### src/rtl/csi_gate_pkg.sv
package csi_gate_pkg;
  localparam int unsigned NLEG = 3;
  typedef logic [NLEG-1:0] leg_vec_t;
  localparam leg_vec_t LEG_A = 3'b001;
endpackage

### src/rtl/csi_active_decode.sv
module csi_active_decode
  import csi_gate_pkg::*;
(
  input  logic     cmd_a,
  input  logic     cmd_b,
  input  logic     cmd_c,
  output leg_vec_t top_o,
  output leg_vec_t bot_o,
  output logic     zero_o
);
  // index 0 = leg a, 1 = leg b, 2 = leg c
  always_comb begin
    top_o[0] = cmd_a & ~cmd_b;
    top_o[1] = cmd_b & ~cmd_c;
    top_o[2] = cmd_c & ~cmd_a;
    bot_o[0] = cmd_b & ~cmd_a;
    bot_o[1] = cmd_c & ~cmd_b;
    bot_o[2] = cmd_a & ~cmd_c;
    zero_o   = (cmd_a == cmd_b) && (cmd_b == cmd_c);
  end
endmodule

### src/rtl/csi_short_distrib.sv
module csi_short_distrib
  import csi_gate_pkg::*;
#(
  parameter int unsigned PHASE_W = 8
) (
  input  logic [PHASE_W-1:0] phase_i,
  output leg_vec_t           sel_o
);
  localparam logic [PHASE_W:0] SPAN  = (PHASE_W+1)'(1) << PHASE_W;
  localparam logic [PHASE_W:0] THIRD = SPAN / 3;
  localparam logic [PHASE_W:0] TWO_THIRD = THIRD * 2;

  logic [PHASE_W:0] ph_ext;

  always_comb begin
    ph_ext = {1'b0, phase_i};
    if (ph_ext < THIRD)          sel_o = 3'b001;
    else if (ph_ext < TWO_THIRD) sel_o = 3'b010;
    else                         sel_o = 3'b100;
  end
endmodule

### src/rtl/csi_overlap_seq.sv
module csi_overlap_seq
  import csi_gate_pkg::*;
#(
  parameter int unsigned OVL_W = 4
) (
  input  logic             clk,
  input  logic             rst_n,
  input  leg_vec_t         tgt_d,
  input  logic [OVL_W-1:0] ovl_i,
  output leg_vec_t         sw_o
);
  leg_vec_t         tgt_q, tgt_nx;
  leg_vec_t         cur_q, cur_nx;
  logic [OVL_W-1:0] cnt_q, cnt_nx;

  always_comb begin
    tgt_nx = tgt_d;
    cur_nx = cur_q;
    cnt_nx = cnt_q;
    if (tgt_q == cur_q) begin
      cnt_nx = '0;
    end else if (cnt_q >= ovl_i) begin
      cur_nx = tgt_q;
      cnt_nx = '0;
    end else begin
      cnt_nx = cnt_q + 1'b1;
    end
  end

  always_ff @(posedge clk or negedge rst_n) begin
    if (!rst_n) begin
      tgt_q <= LEG_A;
      cur_q <= LEG_A;
      cnt_q <= '0;
    end else begin
      tgt_q <= tgt_nx;
      cur_q <= cur_nx;
      cnt_q <= cnt_nx;
    end
  end

  assign sw_o = cur_q | tgt_q;
endmodule

### src/rtl/csi_gate_gen.sv
module csi_gate_gen
  import csi_gate_pkg::*;
#(
  parameter int unsigned PHASE_W = 8,
  parameter int unsigned OVL_W   = 4
) (
  input  logic               clk,
  input  logic               rst_n,
  input  logic [2:0]         leg_cmd,
  input  logic [PHASE_W-1:0] sync_phase,
  input  logic [OVL_W-1:0]   overlap_cfg,
  output logic [5:0]         gate_o,
  output logic               fault_o
);
  logic [1:0] rst_sync_q;
  logic       rst_int_n;

  always_ff @(posedge clk or negedge rst_n) begin
    if (!rst_n) rst_sync_q <= 2'b00;
    else        rst_sync_q <= {rst_sync_q[0], 1'b1};
  end
  assign rst_int_n = rst_sync_q[1];

  leg_vec_t dec_top, dec_bot, short_sel;
  logic     zero_st;
  leg_vec_t grp_tgt [2];
  leg_vec_t grp_sw  [2];

  csi_active_decode u_dec (
    .cmd_a (leg_cmd[2]),
    .cmd_b (leg_cmd[1]),
    .cmd_c (leg_cmd[0]),
    .top_o (dec_top),
    .bot_o (dec_bot),
    .zero_o(zero_st)
  );

  csi_short_distrib #(.PHASE_W(PHASE_W)) u_dist (
    .phase_i(sync_phase),
    .sel_o  (short_sel)
  );

  always_comb begin
    grp_tgt[0] = dec_top | (zero_st ? short_sel : '0);
    grp_tgt[1] = dec_bot | (zero_st ? short_sel : '0);
  end

  // group 0 = top switches, group 1 = bottom switches
  for (genvar g = 0; g < 2; g++) begin : g_grp
    csi_overlap_seq #(.OVL_W(OVL_W)) u_seq (
      .clk  (clk),
      .rst_n(rst_n & rst_int_n),
      .tgt_d(grp_tgt[g]),
      .ovl_i(overlap_cfg),
      .sw_o (grp_sw[g])
    );
  end

  assign gate_o = {grp_sw[1][1], grp_sw[0][2], grp_sw[1][0],
                   grp_sw[0][1], grp_sw[1][2], grp_sw[0][0]};

  logic fault_q, fault_nx;
  always_comb fault_nx = (grp_sw[0] == '0) || (grp_sw[1] == '0);

  always_ff @(posedge clk or negedge rst_n) begin
    if (!rst_n)         fault_q <= 1'b0;
    else if (!rst_int_n) fault_q <= 1'b0;
    else                fault_q <= fault_nx;
  end
  assign fault_o = fault_q;
endmodule

### config.mk
export PLATFORM = sky130hd
export DESIGN_NAME = csi_gate_gen
export DESIGN_NICKNAME = d
export VERILOG_FILES = /design/src/rtl/csi_gate_pkg.sv /design/src/rtl/csi_active_decode.sv /design/src/rtl/csi_short_distrib.sv /design/src/rtl/csi_overlap_seq.sv /design/src/rtl/csi_gate_gen.sv
export SDC_FILE = /design/constraint.sdc
export NUM_CORES = 1
export LEC_CHECK = 0
export BUFFER_PORTS_ARGS = -buffer_cell sky130_fd_sc_hd__buf_4
export CAP_MARGIN = 20
export CORE_ASPECT_RATIO = 1.4
export CORE_MARGIN = 2
export CORE_UTILIZATION = 30
export CTS_BUF_LIST = sky130_fd_sc_hd__clkbuf_8 sky130_fd_sc_hd__clkbuf_16
export DETAILED_ROUTE_END_ITERATION = 10
export PLACE_DENSITY = 0.58
export SLEW_MARGIN = 15
export SYNTH_ARGS = -nofsm -noshare
export SYNTH_HDL_FRONTEND = slang
export SYNTH_HIERARCHICAL = 1
export SYNTH_SLANG_ARGS = --single-unit
### constraint.sdc
create_clock -name clk -period 2.8 [get_ports clk]
set_input_delay 0.56 -clock clk [delete_from_list [all_inputs] [get_ports clk]]
set_output_delay 0.56 -clock clk [all_outputs]
set_load 0.1 [all_outputs]
# Word level (Yosys, flattened, before mapping)
# Index checks and enable logic that the tools add are counted.
# classes
reduce_logical	6
n_addsub	2
div_mod_pow	0
mux	8
multipliers	0
bitwise	16
shift	0
eq_ne	4
order_cmp	4
# op_table
operator	n
2-to-1 mux 4 bit	4
bitwise OR 3 bit	4
2-to-1 mux 3 bit	3
adder 4 x 1 -> 4 bit, second input constant	2
>= comparator 4 bit	2
< comparator 8 x 7 -> 1 bit, second input constant	1
< comparator 8 bit, second input constant	1
AND 1 bit	7
equality test 3 bit	2
zero test 3 bit	2
NOT 1 bit	5
AND reduction 2 bit	2
equality test 1 bit	2
logical AND 1 bit	1
logical OR 1 bit	1
2-to-1 mux 1 bit	1
# totals
memories	0
out_inout_bits	7
latchBits	0
input_bits	17
reg_bits	23
mem_bits_rw	0
romBits	0

# Depth between registers and ports, before layout
# logic_depth
depth_word	5
depth_mapped	6
ltp_nobuf	5

# Hierarchy
# The synthesis kept the hierarchy.
# by_module_without_submodules
module	cells_per_inst	instances	area_per_inst_um2	seq_area_each_um2
csi_overlap_seq	67	2	679.4	252.7
csi_gate_gen	14	1	147.6	75.1
csi_active_decode	10	1	82.6	0.0
csi_short_distrib	9	1	63.8	0.0

# Worst setup path after synthesis
# Ideal clock, no wire load.
# synth_path
path_type	flip-flop to output port
start	reg g_grp[0].u_seq.tgt_q[0]
end	out gate_o[0]
arrival_time_ns	1.332
stages_incl_launch_ff	4
setup_slack_ns	0.908
path_cell_list	dfstp_2 -> inv_1 -> ha_1 -> inv_1
# synth_between
elab_chain_cells	1
# synth_lines
element	line	source
start: declaration	csi_overlap_seq.sv:12	leg_vec_t tgt_q, tgt_nx;
start signal: assignment	csi_overlap_seq.sv:36	tgt_q <= tgt_nx;
bitwise OR 3 bit	csi_overlap_seq.sv:42	assign sw_o = cur_q | tgt_q;
end: declaration	csi_gate_gen.sv:12	output logic [5:0] gate_o,
# Every way passes these cells.

# Final worst setup path
# Ends and elaborated chain as after synthesis.

==> summary.md <==
| Metric | Value |
|---|---|
| DRC violations left | 0 |
| Die area | 0.00613 mm^2 |
| Commonest cells in the synthesized netlist | 29 x inv_1, 20 x ha_1, 19 x dfrtp_1 |
| Reg2Reg Depth | 4 |
| Setup Buffers After CTS | 0 |
| Status | complete, no violations |
| Largest cells by area after synthesis | dfrtp_1 29%, ha_1 15%, inv_1 6.6% |
| Crit. End Element | output pin |
| Mapped Area | 0.00165 mm^2 |
| Async SR Flop Fraction | 100% |
| Final Setup Violations | 0 |
| Initial detailed-routing violation count | 30 |
| Placement Setup Slack | 1.02 ns |
| Period utilisation layout | 70.5% |
| RSZ-0062 raised after global routing | false |
| Max cap viols | 0 |
| Fin. Hold Viols | 0 |
| DP HPWL | 2.67 mm |
| PwrDens | 985 mW/mm^2 |
| Total length of routed wires | 3.17 mm |
| Share of power burned in registers | 28.5% |
| Root Driver | clkbuf_8 |
| Synth top area share | 28.8% |
| Hold_buf cts | 0 |
| Antenna-violating nets left | 0 |
| Cell row count | 32 |
| Post-synth EDFFs | 0 |
| Syn Nets | 204 |
| Sequential fraction of the synthesis area | 35.1% |
| Mapped Cells | 167 |
| Synth Flop Type | dfrtp_1 |
| Leakage | 0.000969 uW |
| Critical Path RT | 2.24 ns |
| Via count | 1269 |
| Count leader, synth | inv_1 |
| Initial antenna violation count | 0 |
| Die height | 91.8 um |
| Reg clk slew, reported paths | 0.09 ns |
| Skew-Pair Late Insertion Delay | 0.26 ns |
| Post-CTS Resized | 0 |
| Worst vdd ir | 0.257 mV |
| Largest net degree at the start of global routing | 21 |
| Switching part of the total power | 49.0% |
| TNS Setup | 0 ns |
| RePlAce Congestion | 0.769 |
| Vias in the first global route | 1243 |
| # nets final | 228 |
| # IOs | 24 |
| Antenna diodes | 0 |
| Grt ovf | 0 |
| WHS | 0.0680 ns |
| Clock buffer depth | 2 |
| Initial Utilization | 30.6% |
| Worst setup SP type | flip-flop |
| Net Switching | 930 uW |
| Vias per cell | 4.92 |
| Internal power | 968 uW |
| Fmax | 0.507 GHz |
| CTS buffer count | 3 |
| Yosys synthesis warning count | 6 |
| Tot GR Track Use | 10.6% |
| Sinks on Clock Net | 23 |
| WP data arrival | 1.41 ns |
| Clock Power Share | 11.0% |
| Hold Path Class | in -> async |
| Reg2reg start | g_grp[0].u_seq/tgt_q[0] |
| Crit path kind | reg -> out |
| Area occupied by multi-input gates | 931 um^2 |
| Max Clock Skew | 0.00435 ns |
| Fill cells | 568 |
| Drt pass-1 iters | 4 |
| FF/Latch Area | 581 um^2 |
| Slew of the pin with the lowest slew margin | 0.889 ns |
| CORE AREA | 0.00541 mm^2 |
| Post-Syn Area per Cell | 9.90 um^2 |
| DIE WIDTH | 66.7 um |
| P&R area growth vs syn | 16.6% |
| H-tree depth | 1 |
| Slew margin rel. | 40.7% |
| WL/cell | 12.3 um |
| Crit path from | g_grp[0].u_seq/tgt_q[0] |
| Worst Path Max Fanout | 3 |
| Final setup margin | 0.826 ns |
| Global-route wire length before repair | 5.19 mm |
| Cell variety after synth | 32 |
| Seq cells post-synth | 23 |
| Utilization after layout | 35.6% |
| TritonCTS clock tree | yes |
| Cell taking the most area after synthesis | dfrtp_1 |
| Combinational power share | 60.5% |
| Port Buffer Count | 23 |
| Crit path time final | 1.97 ns |
| Layout cells sized above 1 | 24.7% |
| Slew Limit Fails | 0 |
power groups by stage:
stage               Clock, uW  Sequential, uW  Combinational (uW)
global route              227             558                1260
CTS                       218             543                1150
global placement            0             548                1140
detailed placement          0             550                1150
floorplan                   0             540                 953
finish                    208             542                1150
layer usage:
| layer | wire (um) | global-route usage [%] |
|---|---|---|
| met5 | 0 | 0 |
| met4 | 33 | 4.08 |
| met3 | 51 | 0.368 |
| met2 | 1700 | 20.4 |
| met1 | 1380 | 11.8 |
area by class of cell:
| cell class | count | area share, % |
|---|---|---|
| multi-input combinational | 111 | 48.3 |
| sequential | 23 | 30.1 |
| inverter | 29 | 5.65 |
| tap | 68 | 4.42 |
| clock inverter | 1 | 0.390 |
| clock buffer | 3 | 2.14 |
| timing repair buffer | 23 | 8.96 |
sequential cells by signal (all words and copies together) (netlist names):
register	cells
g_grp.u_seq/tgt_q	6
fault_o	1
g_grp.u_seq/cnt_q	8
rst_sync_q	2
g_grp.u_seq/cur_q	6
stage by stage:
step	cells	cell area [um^2]	total power [uW]
floorplan	167	1650	1490
global placement	254	1880	1690
detailed placement	254	1880	1700
CTS	258	1930	1920
global route	258	1930	2040
finish	258	1930	1900
cell families after synthesis:
family,count (synthesis),synth area share [%]
AO/OA/AOI/OAI,42,20.3
XOR/XNOR,4,2.12
buffers and inverters,33,8.55
adder cells (fa/ha/maj),20,15.1
AND/OR/NAND/NOR,44,18.5
flip-flops,23,35.1
other,1,0.227
cells in the final DEF, fill, tap and decap left out:
cell type,n
o211ai_1,7
o211ai_2,3
o31a_1,6
a21oi_1,3
a32o_1,1
nand2_1,1
a21oi_2,2
nor3_1,10
or3b_4,2
o21ai_2,2
and2b_1,1
dfrtp_1,19
xor2_1,2
dfstp_2,4
clkbuf_8,3
nor2b_1,1
nand3_1,14
a21o_1,8
a31oi_1,6
clkinvlp_4,1
inv_1,29
xnor2_1,2
o21a_1,1
and2b_2,1
ha_1,20
conb_1,1
or3_4,2
o211a_1,2
nor3b_2,4
nor4b_1,6
and2_1,2
buf_4,23
a21boi_0,1
worst paths after layout:
check	end	slack, ns
setup / recovery	gate_o[0]	0.83
hold / removal	fault_o	0.07
setup reg to reg	g_grp[0].u_seq/cnt_q[3]	1.01
hold reg to reg	rst_sync_q[1]	0.36
max in group asynchronous	g_grp[0].u_seq/cnt_q[0]	1.70
min in group clk	rst_sync_q[1]	0.36
worst max-delay path, stage by stage (launching register included):
cell	delay, ns
dfstp_2	0.55
inv_1	0.04
ha_1	0.20
inv_1	0.07
buf_4	0.28
No activity file was read; power rests on OpenSTA's default activity.
